### src/rtl/fetch_pkg.sv
// Package: shared action encoding for the dual-width fetch unit.
// Assumes: one action is chosen per cycle by the top-level control.
package fetch_pkg;
    typedef enum logic [1:0] {
        ACT_HOLD = 2'd0,  // keep PC and fetch register
        ACT_LOAD = 2'd1,  // take the redirect target
        ACT_STEP = 2'd2,  // fetch and advance
        ACT_TRAP = 2'd3   // violation: raise exception, keep PC
    } fetch_act_e;
endpackage

### src/rtl/fu_addr_check.sv
// Module: fu_addr_check
// Flags a fetch address that lies outside the inclusive window or breaks
// the alignment rule of the current mode (32-bit: bits 1:0 zero,
// 16-bit: bit 0 zero). Purely combinational.
module fu_addr_check #(
    parameter int AW = 32
) (
    input  logic [AW-1:0] pc,
    input  logic          mode16,
    input  logic [AW-1:0] lo_bound,
    input  logic [AW-1:0] hi_bound,
    output logic          viol
);
    logic out_of_window;
    logic misaligned;

    // Range and alignment tests, combined into one violation flag.
    always_comb begin
        out_of_window = (pc < lo_bound) || (pc > hi_bound);
        misaligned    = mode16 ? pc[0] : (pc[1:0] != 2'b00);
        viol          = out_of_window || misaligned;
    end
endmodule

### src/rtl/fu_pc_gen.sv
// Module: fu_pc_gen
// Holds the program counter. It loads a redirect target, steps by 2 or 4
// depending on mode, or holds. Assumes the action is decided upstream.
module fu_pc_gen
    import fetch_pkg::*;
#(
    parameter int          AW       = 32,
    parameter logic [AW-1:0] RESET_PC = '0
) (
    input  logic          clk,
    input  logic          rst_n,
    input  fetch_act_e    act,
    input  logic          mode16,
    input  logic [AW-1:0] target,
    output logic [AW-1:0] pc
);
    localparam logic [AW-1:0] STEP_HALF = AW'(2);
    localparam logic [AW-1:0] STEP_WORD = AW'(4);

    // PC register update per chosen action.
    always_ff @(posedge clk) begin
        if (!rst_n) begin
            pc <= RESET_PC;
        end else begin
            case (act)
                ACT_LOAD: pc <= target;
                ACT_STEP: pc <= pc + (mode16 ? STEP_HALF : STEP_WORD);
                default:  pc <= pc;
            endcase
        end
    end

    p_step_word_r2: assert property (@(posedge clk) disable iff (!rst_n)
        (act == ACT_STEP && !mode16) |=> pc == $past(pc) + STEP_WORD);
    p_step_half_r3: assert property (@(posedge clk) disable iff (!rst_n)
        (act == ACT_STEP && mode16) |=> pc == $past(pc) + STEP_HALF);
    p_load_target_r9: assert property (@(posedge clk) disable iff (!rst_n)
        (act == ACT_LOAD) |=> pc == $past(target));
endmodule

### src/rtl/fu_fetch_reg.sv
// Module: fu_fetch_reg
// Fetch register with valid bit and sticky exception flag. In 16-bit mode
// a word fetched at a word-aligned PC is also kept, so the following
// upper-half fetch can reuse it. Assumes memory data is valid in the
// same cycle as the address.
module fu_fetch_reg
    import fetch_pkg::*;
#(
    parameter int WW = 32
) (
    input  logic          clk,
    input  logic          rst_n,
    input  fetch_act_e    act,
    input  logic          mode16,
    input  logic          upper_half,
    input  logic [WW-1:0] rdata,
    output logic [WW-1:0] word,
    output logic          valid,
    output logic          exc
);
    localparam int HW = WW / 2;

    logic [WW-1:0] held_word;
    logic          held_ok;
    logic [HW-1:0] upper_src;

    // Source of the single upper-half instruction: kept word if valid.
    always_comb upper_src = held_ok ? held_word[WW-1:HW] : rdata[WW-1:HW];

    // Register update for fetch word, valid, exception and kept word.
    always_ff @(posedge clk) begin
        if (!rst_n) begin
            word      <= '0;
            valid     <= 1'b0;
            exc       <= 1'b0;
            held_word <= '0;
            held_ok   <= 1'b0;
        end else begin
            case (act)
                ACT_LOAD: begin
                    valid   <= 1'b0;
                    exc     <= 1'b0;
                    held_ok <= 1'b0;
                end
                ACT_TRAP: begin
                    valid <= 1'b0;
                    exc   <= 1'b1;
                end
                ACT_STEP: begin
                    valid <= 1'b1;
                    if (!mode16) begin
                        word    <= rdata;
                        held_ok <= 1'b0;
                    end else if (!upper_half) begin
                        word      <= rdata;
                        held_word <= rdata;
                        held_ok   <= 1'b1;
                    end else begin
                        word    <= {{HW{1'b0}}, upper_src};
                        held_ok <= 1'b0;
                    end
                end
                default: ;
            endcase
        end
    end

    p_exc_no_valid_r6: assert property (@(posedge clk) disable iff (!rst_n)
        exc |-> !valid);
    p_pair_capture_r3: assert property (@(posedge clk) disable iff (!rst_n)
        (act == ACT_STEP && mode16 && !upper_half) |=> word == $past(rdata));
    p_single_half_r4: assert property (@(posedge clk) disable iff (!rst_n)
        (act == ACT_STEP && mode16 && upper_half)
        |=> word == {{HW{1'b0}}, $past(rdata[WW-1:HW])});
    p_trap_keeps_word_r6: assert property (@(posedge clk) disable iff (!rst_n)
        (act == ACT_TRAP) |=> ($stable(word) && exc));
endmodule

### src/rtl/dual_fetch_unit.sv
// Module: dual_fetch_unit
// Fetch-stage front end for 32-bit and compressed 16-bit modes. It picks
// one action per cycle: redirect over stall, stall over a pending trap,
// a pending trap over a new violation, and a new violation over a normal
// fetch. Assumes instruction memory returns data in the same cycle.
module dual_fetch_unit
    import fetch_pkg::*;
#(
    parameter int            AW       = 32,
    parameter logic [AW-1:0] RESET_PC = '0
) (
    input  logic          clk,
    input  logic          rst_n,
    input  logic          mode16,
    input  logic          stall,
    input  logic          redirect,
    input  logic [AW-1:0] redirect_pc,
    input  logic [AW-1:0] lo_bound,
    input  logic [AW-1:0] hi_bound,
    output logic [AW-1:0] imem_addr,
    input  logic [31:0]   imem_rdata,
    output logic [31:0]   fetch_word,
    output logic          fetch_valid,
    output logic          fetch_exc,
    output logic [AW-1:0] next_pc
);
    localparam int WW = 32;

    logic [AW-1:0] pc;
    logic          viol;
    fetch_act_e    act;

    fu_addr_check #(.AW(AW)) u_check (
        .pc       (pc),
        .mode16   (mode16),
        .lo_bound (lo_bound),
        .hi_bound (hi_bound),
        .viol     (viol)
    );

    // Per-cycle action select in priority order.
    always_comb begin
        if (redirect)       act = ACT_LOAD;
        else if (stall)     act = ACT_HOLD;
        else if (fetch_exc) act = ACT_HOLD;
        else if (viol)      act = ACT_TRAP;
        else                act = ACT_STEP;
    end

    fu_pc_gen #(.AW(AW), .RESET_PC(RESET_PC)) u_pc (
        .clk    (clk),
        .rst_n  (rst_n),
        .act    (act),
        .mode16 (mode16),
        .target (redirect_pc),
        .pc     (pc)
    );

    fu_fetch_reg #(.WW(WW)) u_freg (
        .clk        (clk),
        .rst_n      (rst_n),
        .act        (act),
        .mode16     (mode16),
        .upper_half (pc[1]),
        .rdata      (imem_rdata),
        .word       (fetch_word),
        .valid      (fetch_valid),
        .exc        (fetch_exc)
    );

    // Word-aligned memory address and PC observation.
    always_comb begin
        imem_addr = {pc[AW-1:2], 2'b00};
        next_pc   = pc;
    end

    p_stall_hold_r8: assert property (@(posedge clk) disable iff (!rst_n)
        (stall && !redirect) |=> ($stable(next_pc) && $stable(fetch_word)
                                  && $stable(fetch_valid) && $stable(fetch_exc)));
    p_redirect_wins_r9: assert property (@(posedge clk) disable iff (!rst_n)
        redirect |=> (next_pc == $past(redirect_pc) && !fetch_valid && !fetch_exc));
    p_trap_freeze_r7: assert property (@(posedge clk) disable iff (!rst_n)
        (fetch_exc && !redirect) |=> ($stable(next_pc) && fetch_exc));
    p_addr_follows_pc_r5: assert property (@(posedge clk) disable iff (!rst_n)
        imem_addr[AW-1:2] == next_pc[AW-1:2]);
endmodule

### config.mk
export PLATFORM = sky130hd
export DESIGN_NAME = dual_fetch_unit
export DESIGN_NICKNAME = d
export VERILOG_FILES = /design/src/rtl/fetch_pkg.sv /design/src/rtl/fu_addr_check.sv /design/src/rtl/fu_pc_gen.sv /design/src/rtl/fu_fetch_reg.sv /design/src/rtl/dual_fetch_unit.sv
export SDC_FILE = /design/constraint.sdc
export NUM_CORES = 1
export LEC_CHECK = 0
export ABC_CLOCK_PERIOD_IN_PS = 5140
export BUFFER_PORTS_ARGS = -buffer_cell sky130_fd_sc_hd__buf_4
export CORE_UTILIZATION = 30
export DETAILED_ROUTE_END_ITERATION = 12
export PLACE_DENSITY = 0.64
export SLEW_MARGIN = 20
export SYNTH_ARGS = -nofsm -noshare
export SYNTH_HDL_FRONTEND = slang
export SYNTH_SLANG_ARGS = --single-unit
### constraint.sdc
create_clock -name clk -period 5.14 [get_ports clk]
set_clock_uncertainty 0.1 [all_clocks]
set_input_delay 0.514 -clock clk [delete_from_list [all_inputs] [get_ports clk]]
set_output_delay 0.514 -clock clk [all_outputs]
set_load 0.01 [all_outputs]
==> results.json <==
{
  "grt_max_degree": 88,
  "finalCoreUtilization_pct": 40.55,
  "dpl_cell_area_mm2": 0.007914,
  "yosysSeqAreaShare_pct": 26.79,
  "yosys_register_bits": 83,
  "synth_top_area_share_pct": 26.79,
  "r2r_end": "u_pc.pc[14]",
  "synth_commonest_cells": "113 x nand2_1, 83 x dfxtp_1, 74 x inv_1",
  "h-tree-depth": 3,
  "final_antenna_net_count": 0,
  "io_buffers": 228,
  "crit_fanout": 24,
  "grt_pass1_vias": 5836,
  "clockBufferDepth": 2,
  "netlist_area_mm2": 0.006202,
  "avgViaCountPerCell": 4.907,
  "synthTopCellsByArea": "dfxtp_1 27%, ha_1 14%, mux2i_1 7.4%, nand2_1 6.8%, inv_1 4.5%",
  "end_kind": "flip-flop",
  "place_congestion": 0.8348,
  "antenna_found_initial": 1,
  "grt_overflow": 0,
  "yosysMostFrequentCell": "nand2_1",
  "crit_required_ns": 5.25,
  "p_leak_uw": 0.003816,
  "rrSetupSlack_ns": 0.71,
  "dr.pass1.iters": 5,
  "synth_edf_count": 0,
  "intPower_uw": 1350,
  "num_rows": 52,
  "cts_tree": "built",
  "synth_flop_cell": "dfxtp_1",
  "period_share_pct": 86.11,
  "setup_viol": 0,
  "post_cts_buffers": 0,
  "slew_violations": 0,
  "dieArea_mm2": 0.02125,
  "drc": 0,
  "hold_viol": 0,
  "hold_path_depth": 3,
  "netSwitchingFraction_pct": 33.26,
  "yosys_warnings": 0,
  "fin_area_mm2": 0.008204,
  "switchingPower_uw": 672.8,
  "core_area_mm2": 0.02023,
  "critPathSlowestCell": "o41ai_1",
  "totalWireLength_mm": 18.70,
  "synth_cell_types": 53,
  "arrival_ns": 4.53,
  "critical_path.cell_chain": "ha_1 -> nand2_1 -> o21ai_0 -> a21oi_1 -> o41ai_1 -> a311o_1 -> o211ai_1 -> a21oi_1 -> ha_2 -> nand2b_1 -> o221ai_1 -> a21oi_1",
  "fin_nets": 1173,
  "fillCellCount": 2073,
  "holdPathEnd": "u_pc.pc[8]",
  "timing.fmax_ghz": 0.2259,
  "pin_count": 231,
  "vias": 6104,
  "area_growth_pct": 32.28,
  "cts.reportedPaths.clkPinSlew_ns": 0.07,
  "combPwrFrac_pct": 30.5,
  "syn_inst": 789,
  "cts_sinks": 83,
  "ir_drop_mv": 0.1963,
  "critPathKind": "flip-flop to flip-flop",
  "p_per_area_mw_per_mm2": 246.6,
  "grt_pass1_wl_mm": 29.63,
  "hold_path.startpoint": "redirect_pc[8]",
  "hpwl_mm": 14.22,
  "drive_gt1_share_pct": 27.54,
  "wl_per_cell_um": 15.03,
  "holdBufCountCts": 0,
  "grt_util_all_layers_pct": 17.38,
  "setup_tns_ns": 0,
  "ctsResizeCount": 0,
  "synth_async_sr_flop_share_pct": 0,
  "rsz0062_at_grt": "no",
  "p_seq_share_pct": 38.3,
  "crit_top_cell": "a21oi_1",
  "holdCritPathClass": "primary input to flip-flop",
  "initial_core_util_pct": 30.65,
  "rr_worst_depth": 12,
  "cts_buffers": 9,
  "maxSlewHeadroom_pct": 27.86,
  "syn_avg_cell_area_um2": 7.861,
  "cts_root_buffer": "clkbuf_16",
  "clockPowerShare_pct": 31.2,
  "die_w_um": 145.8,
  "synth_area_leader_cell": "dfxtp_1",
  "drv_cap": 0,
  "drtIter0Drc": 335,
  "die_h_um": 145.8,
  "fin_crit_ns": 4.426,
  "r2r-start": "u_pc.pc[2]",
  "cp-start-kind": "flip-flop",
  "worst_pin_slew_ns": 1.081,
  "status": "finished clean",
  "clk_latency_ns": 0.34,
  "max_stage_delay_ns": 0.57
}
[cell families after synthesis]
logic type	synth area share (%)
buffers and inverters	11.32
AND/OR/NAND/NOR	20.88
AO/OA/AOI/OAI	18.70
flip-flops	26.79
adder cells (fa/ha/maj)	14.65
multiplexers	7.605
other	0.06046
[cell type report]
class,count,area (um^2),area share (%)
antenna,1,2.502,0.03050
tap,270,337.8,4.118
clock inverter,5,35.03,0.4270
sequential,83,1662,20.25
clock buffer,11,252.7,3.081
inverter,74,277.8,3.386
timing repair buffer,237,1779,21.69
multi-input combinational,563,3857,47.02
[how the worst max path moves through the flow]
stage | start | endpoint | slack (ns) | cells after the start
final | u_pc.pc[2] | u_pc.pc[14] | 0.71 | 12
after CTS | u_pc.pc[2] | u_pc.pc[14] | 0.56 | 12
after global placement | lo_bound[2] | u_pc.pc[13] | 0.56 | 14
after detailed placement | lo_bound[2] | u_pc.pc[14] | 0.48 | 14
after floorplan | hi_bound[1] | u_pc.pc[12] | 1.41 | 15
after global routing | u_pc.pc[2] | u_pc.pc[29] | 0.31 | 12
[metal layers]
layer | track usage, % | part of all wire, % | vias to the layer above | wire [um]
met4 | 3.632 | 0.89 | 0 | 167
li1 | - | - | 3079 | -
met3 | 5.204 | 7.9 | 15 | 1471
met2 | 30.43 | 48 | 202 | 9003
met5 | 0 | 0 | - | 0
met1 | 20.85 | 43 | 2808 | 8052
[through the flow]
| step | setup slack (ns) | instances | hold slack (ns) | total power, uW |
|---|---|---|---|---|
| floorplan | 1.415 | 790 | 0.3431 | 1152 |
| global placement | 0.5621 | 1227 | 0.3517 | 1400 |
| detailed placement | 0.4767 | 1227 | 0.3626 | 1411 |
| CTS | 0.5624 | 1243 | 0.3102 | 2048 |
| global route | 0.3080 | 1243 | 0.3271 | 2157 |
| finish | 0.7141 | 1244 | 0.3358 | 2023 |
[power groups by stage]
stage,Combinational (uW),Sequential (uW),Clock (uW)
after detailed placement,621,790,0
after floorplan,370,782,0
final,617,775,631
after global placement,612,788,0
after global routing,694,783,679
after CTS,624,775,649
[worst max-delay path: cells and delay by family (launching register included)]
| family | cells | cell delay [ns] |
|---|---|---|
| DFF | 1 | 0.44 |
| and+or+nand+nor | 2 | 0.59 |
| adders and majority gates | 2 | 0.91 |
| AOI/OAI and AO/OA | 8 | 2.27 |
[state kept, by name, summed over array words and instances (netlist names)]
register and count:
u_freg.word 32, u_pc.pc 32, u_freg.held_word 16, u_freg.exc 1, u_freg.held_ok 1, u_freg.valid 1
[cell usage in the layout (no fill, tap or decap), types with 18 or more instances in the layout]
cell type / count
a21boi_0: 33
a21oi_1: 52
buf_4: 237
dfxtp_1: 83
ha_1: 69
inv_1: 74
mux2i_1: 46
nand2_1: 113
nand2b_1: 18
nand3_1: 33
nor2_1: 23
nor2b_1: 27
o21ai_0: 44
o221ai_1: 18
Note: power is estimated with default switching activity, not from simulation.
